<file path="config.mk">
export PLATFORM = sky130hd
export DESIGN_NAME = req_tag_guard
export DESIGN_NICKNAME = d
export VERILOG_FILES = /design/src/rtl/rtg_pkg.sv /design/src/rtl/rtg_req_check.sv /design/src/rtl/rtg_tag_pool.sv /design/src/rtl/rtg_cpl_match.sv /design/src/rtl/req_tag_guard.sv
export SDC_FILE = /design/constraint.sdc
export NUM_CORES = 1
export LEC_CHECK = 0
export BUFFER_PORTS_ARGS = -buffer_cell sky130_fd_sc_hd__clkbuf_2
export CAP_MARGIN = 10
export CELL_PAD_IN_SITES_DETAIL_PLACEMENT = 1
export CELL_PAD_IN_SITES_GLOBAL_PLACEMENT = 1
export CORE_UTILIZATION = 42
export DETAILED_ROUTE_END_ITERATION = 8
export GPL_TIMING_DRIVEN = 0
export PLACE_DENSITY_LB_ADDON = 0.1
export SYNTH_ARGS = -nofsm -noshare
export SYNTH_HDL_FRONTEND = slang
export SYNTH_SLANG_ARGS = --single-unit
</file>
<file path="constraint.sdc">
create_clock -name clk -period 6.29 [get_ports clk]
set_input_delay 0.9435 -clock clk [delete_from_list [all_inputs] [get_ports clk]]
set_output_delay 0.9435 -clock clk [all_outputs]
set_load 0.02 [all_outputs]
</file>
<file path="src/rtl/rtg_pkg.sv">
package rtg_pkg;
  localparam logic [1:0] K_RD = 2'b00;
  localparam logic [1:0] K_WR = 2'b01;

  localparam logic [1:0] REJ_NONE = 2'b00;
  localparam logic [1:0] REJ_SIZE = 2'b01;
  localparam logic [1:0] REJ_PAGE = 2'b10;
  localparam logic [1:0] REJ_FORM = 2'b11;

  localparam logic [1:0] ST_OK = 2'b00;

  localparam int PAGE_BYTES = 4096;
  localparam int MAX_CODE   = 5;

  // Byte limit for a size code; codes above the top one clamp to it.
  function automatic logic [12:0] size_limit(input logic [2:0] code);
    logic [2:0] c;
    c = (code > 3'(MAX_CODE)) ? 3'(MAX_CODE) : code;
    return 13'd128 << c;
  endfunction
endpackage

</file>
<file path="src/rtl/rtg_req_check.sv">
module rtg_req_check #(
  parameter int LEN_W = 11
) (
  input  logic [1:0]       kind,
  input  logic [9:0]       page_dw,
  input  logic [LEN_W-1:0] len,
  input  logic [2:0]       mps_code,
  input  logic [2:0]       mrrs_code,
  output logic [1:0]       code
);
  import rtg_pkg::*;

  localparam int BYTE_W = LEN_W + 2;
  localparam int END_W  = BYTE_W + 1;

  logic [BYTE_W-1:0] bytes;
  logic [BYTE_W-1:0] limit;
  logic [END_W-1:0]  end_b;
  logic              malformed;
  logic              oversize;
  logic              crosses;

  always_comb begin
    bytes     = {len, 2'b00};
    limit     = BYTE_W'((kind == K_RD) ? size_limit(mrrs_code) : size_limit(mps_code));
    end_b     = END_W'({page_dw, 2'b00}) + END_W'(bytes);
    malformed = (len == '0) || !((kind == K_RD) || (kind == K_WR));
    oversize  = bytes > limit;
    crosses   = end_b > END_W'(PAGE_BYTES);
    if (malformed)     code = REJ_FORM;
    else if (oversize) code = REJ_SIZE;
    else if (crosses)  code = REJ_PAGE;
    else               code = REJ_NONE;
  end
endmodule

</file>
<file path="src/rtl/rtg_tag_pool.sv">
module rtg_tag_pool #(
  parameter int TAG_W = 5
) (
  input  logic                  clk,
  input  logic                  rst_n,
  input  logic                  alloc_en,
  input  logic                  ret_en,
  input  logic [TAG_W-1:0]      ret_idx,
  output logic                  any_free,
  output logic [TAG_W-1:0]      pick,
  output logic [(1<<TAG_W)-1:0] free_vec
);
  localparam int NTAGS = 1 << TAG_W;

  logic [NTAGS-1:0] free_q;

  always_comb begin
    pick = '0;
    for (int i = NTAGS - 1; i >= 0; i--) begin
      if (free_q[i]) pick = TAG_W'(i);
    end
  end

  for (genvar g = 0; g < NTAGS; g++) begin : g_slot
    always_ff @(posedge clk) begin
      if (!rst_n)                                  free_q[g] <= 1'b1;
      else if (alloc_en && (pick == TAG_W'(g)))    free_q[g] <= 1'b0;
      else if (ret_en && (ret_idx == TAG_W'(g)))   free_q[g] <= 1'b1;
    end
  end

  assign any_free = |free_q;
  assign free_vec = free_q;
endmodule

</file>
<file path="src/rtl/rtg_cpl_match.sv">
module rtg_cpl_match #(
  parameter int TAG_W = 5,
  parameter int LEN_W = 11
) (
  input  logic                  clk,
  input  logic                  rst_n,
  input  logic [(1<<TAG_W)-1:0] free_vec,
  input  logic                  cpl_valid,
  input  logic [TAG_W-1:0]      cpl_tag,
  input  logic [1:0]            cpl_status,
  input  logic [LEN_W-1:0]      cpl_len,
  input  logic [LEN_W+1:0]      cpl_bcnt,
  output logic                  ret_en,
  output logic [TAG_W-1:0]      ret_idx,
  output logic                  note_valid,
  output logic [TAG_W-1:0]      note_tag,
  output logic                  note_final,
  output logic                  note_err,
  output logic                  unexp_pulse
);
  import rtg_pkg::*;

  logic hit;
  logic stray;
  logic is_err;
  logic last_piece;

  always_comb begin
    hit        = cpl_valid && !free_vec[cpl_tag];
    stray      = cpl_valid && free_vec[cpl_tag];
    is_err     = cpl_status != ST_OK;
    last_piece = cpl_bcnt <= {cpl_len, 2'b00};
    ret_en     = hit && (is_err || last_piece);
    ret_idx    = cpl_tag;
  end

  always_ff @(posedge clk) begin
    if (!rst_n) begin
      note_valid  <= 1'b0;
      note_tag    <= '0;
      note_final  <= 1'b0;
      note_err    <= 1'b0;
      unexp_pulse <= 1'b0;
    end else begin
      note_valid  <= hit;
      note_tag    <= hit ? cpl_tag : '0;
      note_final  <= hit && (is_err || last_piece);
      note_err    <= hit && is_err;
      unexp_pulse <= stray;
    end
  end
endmodule

</file>
<file path="src/rtl/req_tag_guard.sv">
module req_tag_guard #(
  parameter int ADDR_W = 32,
  parameter int LEN_W  = 11,
  parameter int TAG_W  = 5
) (
  input  logic              clk,
  input  logic              rst_n,
  input  logic [2:0]        mps_code,
  input  logic [2:0]        mrrs_code,
  input  logic              req_valid,
  output logic              req_ready,
  input  logic [1:0]        req_kind,
  input  logic [ADDR_W-1:0] req_addr,
  input  logic [LEN_W-1:0]  req_len,
  output logic              out_valid,
  input  logic              out_ready,
  output logic [1:0]        out_kind,
  output logic [ADDR_W-1:0] out_addr,
  output logic [LEN_W-1:0]  out_len,
  output logic [TAG_W-1:0]  out_tag,
  output logic              rej_pulse,
  output logic [1:0]        rej_code,
  input  logic              cpl_valid,
  input  logic [TAG_W-1:0]  cpl_tag,
  input  logic [1:0]        cpl_status,
  input  logic [LEN_W-1:0]  cpl_len,
  input  logic [LEN_W+1:0]  cpl_bcnt,
  output logic              note_valid,
  output logic [TAG_W-1:0]  note_tag,
  output logic              note_final,
  output logic              note_err,
  output logic              unexp_pulse
);
  import rtg_pkg::*;

  localparam int NTAGS = 1 << TAG_W;

  logic [1:0]       chk_code;
  logic             is_rd;
  logic             stage_open;
  logic             accept;
  logic             pass;
  logic             alloc_en;
  logic             any_free;
  logic [TAG_W-1:0] pick;
  logic [NTAGS-1:0] free_vec;
  logic             ret_en;
  logic [TAG_W-1:0] ret_idx;

  rtg_req_check #(.LEN_W(LEN_W)) u_check (
    .kind      (req_kind),
    .page_dw   (req_addr[11:2]),
    .len       (req_len),
    .mps_code  (mps_code),
    .mrrs_code (mrrs_code),
    .code      (chk_code)
  );

  always_comb begin
    is_rd      = req_kind == K_RD;
    stage_open = !out_valid || out_ready;
    if (chk_code != REJ_NONE) req_ready = 1'b1;
    else                      req_ready = stage_open && (!is_rd || any_free);
    accept     = req_valid && req_ready;
    pass       = accept && (chk_code == REJ_NONE);
    alloc_en   = pass && is_rd;
  end

  rtg_tag_pool #(.TAG_W(TAG_W)) u_pool (
    .clk      (clk),
    .rst_n    (rst_n),
    .alloc_en (alloc_en),
    .ret_en   (ret_en),
    .ret_idx  (ret_idx),
    .any_free (any_free),
    .pick     (pick),
    .free_vec (free_vec)
  );

  rtg_cpl_match #(.TAG_W(TAG_W), .LEN_W(LEN_W)) u_cpl (
    .clk         (clk),
    .rst_n       (rst_n),
    .free_vec    (free_vec),
    .cpl_valid   (cpl_valid),
    .cpl_tag     (cpl_tag),
    .cpl_status  (cpl_status),
    .cpl_len     (cpl_len),
    .cpl_bcnt    (cpl_bcnt),
    .ret_en      (ret_en),
    .ret_idx     (ret_idx),
    .note_valid  (note_valid),
    .note_tag    (note_tag),
    .note_final  (note_final),
    .note_err    (note_err),
    .unexp_pulse (unexp_pulse)
  );

  always_ff @(posedge clk) begin
    if (!rst_n) begin
      out_valid <= 1'b0;
      out_kind  <= '0;
      out_addr  <= '0;
      out_len   <= '0;
      out_tag   <= '0;
    end else if (pass) begin
      out_valid <= 1'b1;
      out_kind  <= req_kind;
      out_addr  <= req_addr;
      out_len   <= req_len;
      out_tag   <= is_rd ? pick : '0;
    end else if (out_ready) begin
      out_valid <= 1'b0;
    end
  end

  always_ff @(posedge clk) begin
    if (!rst_n) begin
      rej_pulse <= 1'b0;
      rej_code  <= REJ_NONE;
    end else begin
      rej_pulse <= accept && (chk_code != REJ_NONE);
      rej_code  <= accept ? chk_code : REJ_NONE;
    end
  end
endmodule

</file>
# [After elaboration in Yosys (flattened, before gate mapping)]
# Cells that the tools add are included.
[totals] wordCells=349 register_bits=95
[op_classes] muxes=108 shift=2 n_eq_ne=63 n_reduce_logical=125 n_lt_le_gt_ge=6 addsub=1
[ops] op="5-bit 2-to-1 mux" n=33
[ops] op="5-bit equality test (second input constant)" n=32
[ops] op="5-bit by 4-bit equality test with 1-bit output (second input constant)" n=16
[ops] op="1-bit logical AND" n=73
[ops] op="2-bit nonzero test" n=35
[ops] op="1-bit 2-to-1 mux" n=68
[ops] op="5-bit by 3-bit equality test with 1-bit output (second input constant)" n=8
[ops] op="32-bit OR reduction" n=1
[ops] op="8-bit by 3-bit << shifter with 13-bit output (first input constant)" n=2
[ops] op="5-bit by 2-bit equality test with 1-bit output (second input constant)" n=4
[ops] op="12-bit by 13-bit adder with 14-bit output" n=1
[ops] op="14-bit by 13-bit > comparator with 1-bit output (second input constant)" n=1
[ops] op="13-bit > comparator" n=1
[ops] op="13-bit less-or-equal comparator" n=1
[ops] op="13-bit 2-to-1 mux" n=1
[ops] op="11-bit zero test" n=1
[ops] op="5-bit by 1-bit equality test with 1-bit output (second input constant)" n=2
[ops] op="5-bit zero test" n=2
[ops] op="3-bit > comparator (second input constant)" n=2
[ops] op="5-bit by 6-bit less-than comparator with 1-bit output (second input constant)" n=1
[ops] op="2-bit 2-to-1 mux" n=3
[ops] op="3-bit 2-to-1 mux" n=2
[ops] op="1-bit binary-select mux with 5-bit select" n=1
[ops] op="1-bit logical OR" n=5
[ops] op="4 further kinds" n=9

# [Longest topological paths before layout]
[logic_depth] word_depth=35 depth_mapped=15 ltp_nobuf=12

# [Modules after synthesis]
# Synthesis repeated with hierarchy kept, for this count alone.
[unflattened] cells_unflattened=675 hier_area_um2=5743.0
[modules_own_cells] mod="req_tag_guard" seq_area_each_um2=1081.0 n_inst=1 cells_per_inst=234 area_per_inst_um2=2164.6
[modules_own_cells] mod="rtg_tag_pool" seq_area_each_um2=640.6 n_inst=1 cells_per_inst=238 area_per_inst_um2=1895.6
[modules_own_cells] mod="rtg_cpl_match" seq_area_each_um2=180.2 n_inst=1 cells_per_inst=88 area_per_inst_um2=869.6
[modules_own_cells] mod="rtg_req_check" seq_area_each_um2=0.0 n_inst=1 cells_per_inst=115 area_per_inst_um2=813.3

# [Worst setup path before layout]
# No wires, ideal clock.
[synth_path] kind="input to output" from="input port req_kind[1]" to="output port req_ready" arrival_time_ps=3596 n_path_buf=2 stages=13 slack_ps=1750 cell_sequence="or2_2 clkbuf_1 mux2i_1 or2_2 ha_1 and4_1 nand3_1 a2bb2oi_1 nor2b_1 nand3_1 a21oi_2 clkbuf_1 o21ai_0"
[synth_via] elab_chain_cells=7 word_cells_on_any_way=14 cone_classes="1 x order compare; 1 x eq/ne; 4 x mux; 8 x reduce/logical"
[synth_rtl] element="start, declared" line_no="req_tag_guard.sv:12" rtl="input logic [1:0] req_kind,"
[synth_rtl] element="2-bit zero test or 2-bit by 1-bit equality test with 1-bit output (tied branches)" line_no="rtg_req_check.sv:25, rtg_req_check.sv:27, req_tag_guard.sv:60"
[synth_rtl] element="13-bit 2-to-1 mux or 1-bit logical OR (tied branches)" line_no="rtg_req_check.sv:25, rtg_req_check.sv:27"
[synth_rtl] element="13-bit > comparator or 1-bit zero test (tied branches)" line_no="rtg_req_check.sv:28, rtg_req_check.sv:27"
[synth_rtl] element="2-bit 2-to-1 mux or 1-bit logical OR (tied branches)" line_no="rtg_req_check.sv:31, rtg_req_check.sv:27"
[synth_rtl] element="2-bit 2-to-1 mux" line_no="rtg_req_check.sv:30" rtl="if (malformed) code = REJ_FORM;"
[synth_rtl] element="2-bit nonzero test" line_no="req_tag_guard.sv:62" rtl="if (chk_code != REJ_NONE) req_ready = 1'b1;"
[synth_rtl] element="1-bit 2-to-1 mux (*)" line_no="req_tag_guard.sv:62"
[synth_rtl] element="end, declared" line_no="req_tag_guard.sv:11" rtl="output logic req_ready,"
# Every way passes the cells marked *; elsewhere a longest branch is shown, timed or not.

# [Final worst setup path]
# Same ends and word-level chain as after synthesis.

==> qor.csv <==
metric;value;unit
status;completed;
worst r2r src;u_pool.free_vec[31];
Worst-Margin Slew;1.180;ns
TritonCTS clock tree;done;
routed length on met2;9.222;mm
Setup WS pre-CTS;0.8414;ns
Synth area leaders;dfxtp_1 33%, mux2i_1 9.1%, nand2_1 7.6%;
sequential share of the synthesized area;33.36;%
fin crit share;88.28;%
Leak;2.904;nW
RR Endpoint;u_pool.free_vec[19];
placed insts;1010;
PwrDens;203.5;nW/um^2
most common cell in the synthesized netlist;nand2_1;
initial antenna violation count;0;
Seq cells post-synth;95;
gpl congestion;0.9163;
number of synthesized flops with an enable pin;0;
global route total overflow;0;
Synth area leader;dfxtp_1;
unrepaired setup endpoints after global routing;false;
worst skew pair latency;0.36;ns
Rows;42;
Req. time, crit path;5.35;ns
post-route cell area;6969;sq um
DP Area;6665;sq um
DRT iter0 DRCs;528;
Post-CTS Resized;0;
Setup crit end kind;primary output;
first-pass GRT wire length;31.28;mm
Post-Syn Nets;801;
synth cell count leaders;116 x nand2_1, 95 x dfxtp_1, 64 x nor2_1;
Final WS setup;0.7369;ns
Worst Skew;0.01153;ns
syn avg cell area;8.312;sq um
top layer in use;met4;
worst-path cell chain;clkbuf_2, nor2_1, a21oi_1, or2_2, ha_1, and4_1, nand3_1, a2bb2oi_1, nor2b_1, nand3_1, a21oi_2, clkbuf_1, o21ai_0, clkbuf_2;
die area;14050;sq um
reg2reg setup slack;3.14;ns
Rel. slew slack;20.33;%
crit path launch type;primary input;
vias in the first global route;5995;
crit-path max FO;10;
largest net degree at the start of global routing;19;
hold path startpoint;out_kind[1];
Overall Global Routing Usage;28.44;%
Mapped Area;5702;sq um
Post-Route WL;19.88;mm
DR vias;6021;
clk slew on worst S/H paths;0.07;ns
Critical Path Max Stage Delay;0.53;ns
Core ar.;13240;sq um
max-cap violation count;0;
CTS Buffer Depth;2;
Setup CP Type;in2out;
slowest stage cell, crit path;nor2_1;
Hold WC Path Type;reg2reg;
CTS root buffer;clkbuf_16;
Yosys warning count;0;
Total Power;1.419;mW
fin cells;1027;
Async SR Flop Fraction;0;%
n_diodes;0;
Port Buffer Count;147;
Initial Util;43.06;%
crit path DAT;4.61;ns
hold path cells;2;
Finish-stage setup viols;0;
Max Slew Vio Count;0;
layout cells sized above 1;22.80;%
Worst Reg2Reg Path Length in Cells;8;
worst ir drop on vdd;0.1200;mV
wire per inst;19.35;um
Yosys cell types;60;
Post-CTS Repair Setup Buffers;0;
Post-Syn Instances;686;
H-tree depth;3;
Routed Antenna Nets;0;
share of the synthesized area in the top cell type;33.36;%
Sink Count;95;
cts hold-fix bufs;0;
Num CTS Buffers;9;
post-layout net count;961;
top_reg_cell synth;dfxtp_1;
Met3 Wirelength;1.352;mm
DPL Wire Length;15.68;mm
routed vias/inst;5.863;
number of detailed-route iterations in the first pass;5;
met1 wire length;8.897;mm
drc violations;0;
Post-Route Setup TNS;0;ns
io pins;151;
Area Growth Syn to Fin;22.23;%
Die W;118.5;um
post-route minimum period;5.553;ns
final hold vios;0;
Fmax;180.1;MHz
Die Ht;118.5;um
Hold Path Sink;out_kind[1];
-- state kept, by name, summed over array words and instances (netlist names), 2 cells and up --
signal           count
u_pool.free_vec     32
out_addr            32
out_kind             2
out_len             11
u_cpl.note_tag       5
rej_code             2
out_tag              5
-- layout by cell type, fill, tap and decap left out, types with 4 or more instances in the layout --
master / instances
a31oi_1: 40
inv_1: 31
o21a_1: 10
a21o_1: 4
mux2i_1: 52
ha_1: 27
dfxtp_1: 95
xnor2_1: 5
clkbuf_1: 26
nor2b_1: 10
nand4_1: 5
or4_1: 4
mux4_2: 9
nor4_1: 12
clkbuf_16: 9
clkbuf_2: 147
nor3_1: 13
buf_4: 5
a21oi_1: 17
and2_1: 7
a211oi_1: 6
nand2b_1: 9
nand3_1: 10
o21ai_0: 14
a311oi_1: 29
nand3b_1: 6
nor2_1: 64
and3_1: 5
o211ai_1: 4
buf_2: 6
nand2_1: 116
-- layer usage --
metal / up-vias / track usage [%]
li1: 2839 / -
met1: 2908 / 38.20
met2: 243 / 46.62
met3: 31 / 4.054
met4: 0 / 9.810
met5: - / 0
-- cell type report --
| class | instances | area, sq um |
|---|---|---|
| clock inverters | 6 | 57.56 |
| flip-flops and latches | 95 | 1902 |
| multi-input cells | 522 | 3500 |
| clock buffers | 10 | 239.0 |
| well taps | 176 | 220.2 |
| plain buffers | 38 | 183.9 |
| inverters | 31 | 116.4 |
| repair buffers | 149 | 750.7 |
| fillers | 1681 | 6274 |
-- power by group --
group          total [mW]  switching, mW  leakage (nW)  internal [mW]
clock network       0.556          0.267         0.141          0.289
registers           0.619        0.00594         0.769          0.613
logic               0.244          0.150          1.99         0.0938
total                1.42          0.423          2.90          0.996
-- cells by family after synthesis --
group,count (synthesis),synth area share [%]
xor gates and xnor gates,5,0.7680
muxes,62,12.88
DFF,95,33.36
buffers and inverters,69,5.266
AOI/OAI and AO/OA,154,19.35
adders and majority gates,28,6.276
and+or+nand+nor,273,22.10
-- stage by stage --
step | hold slack [ns] | util, %
finish | 0.4505 | 52.63
global route | 0.4789 | 52.63
CTS | 0.4442 | 52.57
detailed placement | 0.4325 | 50.33
global placement | 0.4182 | 50.27
floorplan | 0.5087 | -
-- how the worst max path moves through the flow --
stage / endpoint / start / cells after the start / slack (ns)
5_1_grt: req_ready / req_kind[1] / 15 / 0.44
6_report: req_ready / req_kind[1] / 14 / 0.74
4_1_cts: req_ready / req_kind[1] / 14 / 0.81
2_1_floorplan: req_ready / req_kind[1] / 13 / 1.75
3_5_place_dp: req_ready / req_kind[1] / 14 / 0.84
3_3_place_gp: req_ready / req_kind[1] / 14 / 0.94
-- critical path: cells and delay by family --
kind / cells / cell delay (ns)
compound gates: 4 / 1.04
fa+ha+maj: 1 / 0.29
buf+inv: 3 / 0.79
simple gates: 6 / 1.55
Power figures use the tool's default switching activity.
